[src/rtl/exc_pkg.sv]
package exc_pkg;

   typedef enum logic [2:0] {
      EXC_RST  = 3'd0,
      EXC_UND  = 3'd1,
      EXC_SWI  = 3'd2,
      EXC_PABT = 3'd3,
      EXC_DABT = 3'd4,
      EXC_IRQ  = 3'd6,
      EXC_FIQ  = 3'd7
   } exc_code_e;

   localparam logic [4:0] MODE_USR = 5'b10000;
   localparam logic [4:0] MODE_FIQ = 5'b10001;
   localparam logic [4:0] MODE_IRQ = 5'b10010;
   localparam logic [4:0] MODE_SVC = 5'b10011;
   localparam logic [4:0] MODE_ABT = 5'b10111;
   localparam logic [4:0] MODE_UND = 5'b11011;

   localparam int PSR_I_BIT = 7;
   localparam int PSR_F_BIT = 6;

   localparam int NBANK    = 5;
   localparam int BANK_SVC = 0;
   localparam int BANK_UND = 1;
   localparam int BANK_ABT = 2;
   localparam int BANK_IRQ = 3;
   localparam int BANK_FIQ = 4;

   function automatic logic [4:0] mode_of(input exc_code_e c);
      case (c)
         EXC_UND:           return MODE_UND;
         EXC_PABT, EXC_DABT: return MODE_ABT;
         EXC_IRQ:           return MODE_IRQ;
         EXC_FIQ:           return MODE_FIQ;
         default:           return MODE_SVC;
      endcase
   endfunction

   function automatic int bank_of(input exc_code_e c);
      case (c)
         EXC_UND:           return BANK_UND;
         EXC_PABT, EXC_DABT: return BANK_ABT;
         EXC_IRQ:           return BANK_IRQ;
         EXC_FIQ:           return BANK_FIQ;
         default:           return BANK_SVC;
      endcase
   endfunction

   function automatic logic sets_f(input exc_code_e c);
      return (c == EXC_RST) || (c == EXC_FIQ);
   endfunction

endpackage

[src/rtl/exc_reset_edge.sv]
module exc_reset_edge (
   input  logic clk,
   input  logic rst_n,
   input  logic rst_req_i,
   input  logic taken_i,
   output logic pend_o
);
   logic req_q;
   logic hold_q;

   // Pending from the release edge until the reset entry is issued.
   assign pend_o = ~rst_req_i & (req_q | hold_q);

   always_ff @(posedge clk or negedge rst_n) begin
      if (!rst_n) begin
         req_q  <= 1'b0;
         hold_q <= 1'b0;
      end else begin
         req_q  <= rst_req_i;
         hold_q <= pend_o & ~taken_i;
      end
   end
endmodule

[src/rtl/exc_arbiter.sv]
module exc_arbiter
   import exc_pkg::*;
#(
   parameter int NSRC = 7
) (
   input  logic      en_i,
   input  logic      rst_block_i,
   input  logic      rst_pend_i,
   input  logic      und_i,
   input  logic      swi_i,
   input  logic      pabt_i,
   input  logic      dabt_i,
   input  logic      irq_i,
   input  logic      fiq_i,
   input  logic      i_mask_i,
   input  logic      f_mask_i,
   output logic      valid_o,
   output exc_code_e code_o
);
   localparam int LVL_W = $clog2(NSRC);

   // Index 0 is the highest priority.
   logic      eligible [NSRC];
   exc_code_e order    [NSRC];

   assign eligible[0] = rst_pend_i;           assign order[0] = EXC_RST;
   assign eligible[1] = dabt_i;               assign order[1] = EXC_DABT;
   assign eligible[2] = fiq_i & ~f_mask_i;    assign order[2] = EXC_FIQ;
   assign eligible[3] = irq_i & ~i_mask_i;    assign order[3] = EXC_IRQ;
   assign eligible[4] = pabt_i;               assign order[4] = EXC_PABT;
   assign eligible[5] = und_i;                assign order[5] = EXC_UND;
   assign eligible[6] = swi_i;                assign order[6] = EXC_SWI;

   logic [LVL_W-1:0] unused_lvl;
   assign unused_lvl = '0;

   always_comb begin
      valid_o = 1'b0;
      code_o  = EXC_RST;
      for (int k = NSRC - 1; k >= 0; k--) begin
         if (eligible[k]) begin
            valid_o = 1'b1;
            code_o  = order[k];
         end
      end
      if (!en_i || rst_block_i) valid_o = 1'b0;
   end
endmodule

[src/rtl/exc_entry_gen.sv]
module exc_entry_gen
   import exc_pkg::*;
#(
   parameter int              ADDR_W     = 32,
   parameter int              PSR_W      = 32,
   parameter logic [ADDR_W-1:0] HIVEC_BASE = 32'hFFFF_0000
) (
   input  exc_code_e         code_i,
   input  logic              hivec_i,
   input  logic [PSR_W-1:0]  psr_i,
   output logic [ADDR_W-1:0] vec_o,
   output logic [PSR_W-1:0]  psr_o,
   output logic [NBANK-1:0]  bank_oh_o
);
   localparam int OFS_W = 5;

   logic [ADDR_W-1:0] base;
   logic [OFS_W-1:0]  ofs;

   assign base  = hivec_i ? HIVEC_BASE : '0;
   assign ofs   = {code_i, 2'b00};
   assign vec_o = base + ADDR_W'(ofs);

   always_comb begin
      psr_o            = psr_i;
      psr_o[4:0]       = mode_of(code_i);
      psr_o[PSR_I_BIT] = 1'b1;
      psr_o[PSR_F_BIT] = psr_i[PSR_F_BIT] | sets_f(code_i);
   end

   for (genvar g = 0; g < NBANK; g++) begin : g_bank
      assign bank_oh_o[g] = (bank_of(code_i) == g);
   end
endmodule

[src/rtl/exc_entry_ctrl.sv]
module exc_entry_ctrl
   import exc_pkg::*;
#(
   parameter int                ADDR_W     = 32,
   parameter int                PSR_W      = 32,
   parameter logic [ADDR_W-1:0] HIVEC_BASE = 32'hFFFF_0000
) (
   input  logic              clk,
   input  logic              rst_n,
   input  logic              rst_req_i,
   input  logic              und_req_i,
   input  logic              swi_req_i,
   input  logic              pabt_req_i,
   input  logic              dabt_req_i,
   input  logic              irq_req_i,
   input  logic              fiq_req_i,
   input  logic [PSR_W-1:0]  psr_i,
   input  logic [ADDR_W-1:0] pc_i,
   input  logic              hivec_i,
   output logic              take_o,
   output logic [2:0]        code_o,
   output logic [ADDR_W-1:0] vec_addr_o,
   output logic [PSR_W-1:0]  new_psr_o,
   output logic [4:0]        lr_we_o,
   output logic [ADDR_W-1:0] lr_data_o,
   output logic [4:0]        spsr_we_o,
   output logic [PSR_W-1:0]  spsr_data_o
);
   if (ADDR_W < 8) begin : g_bad_addr
      $error("exc_entry_ctrl: ADDR_W must be at least 8");
   end
   if (PSR_W < 8) begin : g_bad_psr
      $error("exc_entry_ctrl: PSR_W must be at least 8");
   end
   if (HIVEC_BASE[7:0] != 8'h00) begin : g_bad_base
      $error("exc_entry_ctrl: HIVEC_BASE must be 256-byte aligned");
   end

   logic              rst_pend;
   logic              win_valid;
   exc_code_e         win_code;
   logic              fire;
   logic [ADDR_W-1:0] vec_d;
   logic [PSR_W-1:0]  psr_d;
   logic [NBANK-1:0]  bank_oh;

   assign fire = win_valid;

   exc_reset_edge u_rst_edge (
      .clk       (clk),
      .rst_n     (rst_n),
      .rst_req_i (rst_req_i),
      .taken_i   (fire && (win_code == EXC_RST)),
      .pend_o    (rst_pend)
   );

   exc_arbiter #(.NSRC(7)) u_arb (
      .en_i        (~take_o),
      .rst_block_i (rst_req_i),
      .rst_pend_i  (rst_pend),
      .und_i       (und_req_i),
      .swi_i       (swi_req_i),
      .pabt_i      (pabt_req_i),
      .dabt_i      (dabt_req_i),
      .irq_i       (irq_req_i),
      .fiq_i       (fiq_req_i),
      .i_mask_i    (psr_i[PSR_I_BIT]),
      .f_mask_i    (psr_i[PSR_F_BIT]),
      .valid_o     (win_valid),
      .code_o      (win_code)
   );

   exc_entry_gen #(
      .ADDR_W     (ADDR_W),
      .PSR_W      (PSR_W),
      .HIVEC_BASE (HIVEC_BASE)
   ) u_gen (
      .code_i    (win_code),
      .hivec_i   (hivec_i),
      .psr_i     (psr_i),
      .vec_o     (vec_d),
      .psr_o     (psr_d),
      .bank_oh_o (bank_oh)
   );

   always_ff @(posedge clk or negedge rst_n) begin
      if (!rst_n) begin
         take_o      <= 1'b0;
         code_o      <= 3'd0;
         vec_addr_o  <= '0;
         new_psr_o   <= '0;
         lr_we_o     <= '0;
         lr_data_o   <= '0;
         spsr_we_o   <= '0;
         spsr_data_o <= '0;
      end else begin
         take_o    <= fire;
         lr_we_o   <= fire ? bank_oh : '0;
         spsr_we_o <= fire ? bank_oh : '0;
         if (fire) begin
            code_o      <= win_code;
            vec_addr_o  <= vec_d;
            new_psr_o   <= psr_d;
            lr_data_o   <= pc_i;
            spsr_data_o <= psr_i;
         end
      end
   end
endmodule

[config.mk]
export PLATFORM = sky130hd
export DESIGN_NAME = exc_entry_ctrl
export DESIGN_NICKNAME = d
export VERILOG_FILES = /design/src/rtl/exc_pkg.sv /design/src/rtl/exc_reset_edge.sv /design/src/rtl/exc_arbiter.sv /design/src/rtl/exc_entry_gen.sv /design/src/rtl/exc_entry_ctrl.sv
export SDC_FILE = /design/constraint.sdc
export NUM_CORES = 1
export LEC_CHECK = 0
export BUFFER_PORTS_ARGS = -buffer_cell sky130_fd_sc_hd__buf_2
export CAP_MARGIN = 20
export CORE_MARGIN = 1
export CORE_UTILIZATION = 48
export CTS_BUF_LIST = sky130_fd_sc_hd__clkbuf_2 sky130_fd_sc_hd__clkbuf_4 sky130_fd_sc_hd__clkbuf_8
export CTS_CLUSTER_SIZE = 14
export DETAILED_ROUTE_END_ITERATION = 16
export MAX_ROUTING_LAYER = met4
export PLACE_DENSITY = 0.87
export SLEW_MARGIN = 20
export SYNTH_ARGS = -nofsm -noshare
export SYNTH_HDL_FRONTEND = slang
export SYNTH_SLANG_ARGS = --single-unit
[constraint.sdc]
create_clock -name clk -period 3.5 [get_ports clk]
set_clock_uncertainty 0.2 [all_clocks]
set_input_delay 0.7 -clock clk [delete_from_list [all_inputs] [get_ports clk]]
set_output_delay 0.7 -clock clk [all_outputs]
set_load 0.05 [all_outputs]
==> reports/qor.yml <==
status:
  status: "finished clean"
placed_design:
  gp_congestion: 0.812
  port_buffers: 202
  place_ws_ps: 810
  dpl.hpwl_mm: 5.26
cts:
  path_clk_slew_ps: 80
  clock_path_buffers: 2
  htreeDepth: 3
  cts.sinks: 82
  ctsResizeCount: 0
  post_cts_buffers: 0
  cts_tree: "built"
  hold_buffers: 0
  clk_latency_ps: 330
  cts_root_buf: "clkbuf_8"
  numCtsBuffers: 9
global_routing:
  grt_pass1_vias: 2236
  grt_max_degree: 83
  grt_pass1_wl_mm: 10.2
  grt.total_usage_pct: 17.7
  antenna_found_initial: 0
  grt_overflow: 0
sta:
  fin_crit_sh_pct: 67.5
  tightest_slew_ps: 724
  slew_viol_final: 0
  max_freq_mhz: 423
  rsz0062_at_grt: "no"
  setup_violations: 0
  fin_ws_ps: 1140
  hold_viol_final: 0
  max_slew_margin_pct: 51.7
  fin_crit_ps: 2360
  tns_ps: 0
drt:
  drt-initial-drc-count: 67
  vias_per_cell: 4.74
  wl_mm: 7.11
  drtPass1Iterations: 4
  via_count: 2464
  drc: 0
  wl_per_cell_um: 13.7
  ant_nets: 0
floorplanning:
  ios: 216
  dieWidth_um: 89.3
  core_um2: 7290
  die_area_um2: 7970
  start_util_pct: 50.1
  die_y_um: 89.3
  rows: 31
critical_path:
  crit_type: "in2reg"
  critPathRequiredTime_ps: 3510
  reg2reg_depth: 5
  regToRegSetupSlack_ps: 1390
  cp_max_fo: 41
  worst_path_largest_cell_delay_ps: 470
  end_kind: "register"
  crit_chain: "buf_2 > nor2b_1 > o41ai_4 > inv_2 > buf_4 > mux2_2"
  worst_path_max_delay_cell: "nor2b_1"
  worstReg2RegEnd: "lr_data_o[28]"
  critPathTopFamily: "buffers and inverters"
  r2r_start: "take_o"
  critPathLaunch: "psr_i[7]"
  crit_buf_inv: 3
  crit_arrival_ps: 2370
  start_kind: "primary input"
cells_and_area:
  nNetsFinal: 491
  diodes: 0
  final_common_cell: "buf_2"
  drive_above_1_share_pct: 68.6
  areaGrowthSynthToFinish_pct: 24.5
  final_cell_mix: "201 x buf_2, 82 x dfrtp_1, 49 x mux2_2, 16 x mux2_4, 13 x conb_1"
min_path:
  min_path_type: "in2async"
logic_synthesis:
  syn_inst: 259
  syn-cell-area_um2: 3650
  yosysSeqAreaShare_pct: 56.1
  ys_types: 31
  synth_top_area_share_pct: 56.1
  yosysWarnings: 0
  yosys.area.top_type: "dfrtp_1"
  ys_ff_latch: 82
  syn_area_per_cell_um2: 14.1
  synth_area_leaders: "dfrtp_1 56%, mux2_2 15%, buf_4 13%"
power:
  power.density_nw_per_um2: 705
  p_leak_uw: 0.00235
  max-vdd-ir-drop_v: 0.000360
run:
  max_cap_violations: 0
sequential cells by signal, indices dropped and copies added (netlist names):
signal and flops:
code_o 2, lr_data_o 32, new_psr_o 31, spsr_data_o 7, spsr_we_o 5, take_o 1
u_rst_edge.hold_q 1, u_rst_edge.req_q 1, vec_addr_o 2
layout make-up:
cell class	instances	area, µm²
repair buffers	205	1040
fillers	609	2740
clock buffers	10	131
clock inverters	5	80.1
well taps	99	124
flip-flops and latches	82	2050
multi-input cells	116	1110
inverters	3	11.3
worst max path at each step:
| stage | to | depth (start not counted) |
|---|---|---|
| floorplan | vec_addr_o[30] | 6 |
| global placement | new_psr_o[18] | 6 |
| detailed placement | new_psr_o[18] | 6 |
| CTS | lr_data_o[16] | 6 |
| global route | new_psr_o[8] | 6 |
| finish | lr_data_o[28] | 6 |
metal layers:
layer	global-route usage [%]	share of wire (%)	up-vias
met1	19.6	41	1210
li1	-	-	1133
met2	29.6	53	114
met3	4.34	5.6	7
met5	-	0	-
met4	9.09	0.84	0
power breakdown:
part | internal (µW) | total (µW) | switching [µW]
sequential | 1080 | 1170 | 83.3
clock | 405 | 720 | 315
combinational | 316 | 1320 | 1010
total | 1800 | 3210 | 1410
synth_stat cells (all sizes together):
library cell  number
dfrtp             82
buf               69
mux2              65
nor2               5
nor3               5
inv                3
nand2b             3
o2bb2ai            3
o32a               3
and3               2
nand2              2
nor2b              2
a2111oi            1
a21o               1
a21oi              1
a22o               1
a31oi              1
a32o               1
clkbuf             1
conb               1
nand3              1
nand4b             1
o21ai              1
o21ba              1
o21bai             1
o41ai              1
or4                1
stage by stage:
stage | utilization (%) | power [µW] | area, µm² | std cells | hold slack, ps
floorplan | - | 2320 | 3700 | 271 | 204
global placement | 59.5 | 2490 | 4340 | 505 | 277
detailed placement | 59.5 | 2520 | 4340 | 505 | 274
CTS | 62.4 | 3250 | 4550 | 520 | 290
global route | 62.4 | 3340 | 4550 | 520 | 251
finish | 62.4 | 3210 | 4550 | 520 | 195
logic make-up after synthesis:
kind of cell	after synthesis	synth area share, %
multiplexers	65	21.7
flip-flops	82	56.1
AO/OA/AOI/OAI	16	4.18
AND/OR/NAND/NOR	22	3.29
other	1	0.103
buffers and inverters	73	14.6
No activity file was read; power rests on OpenSTA's default activity.
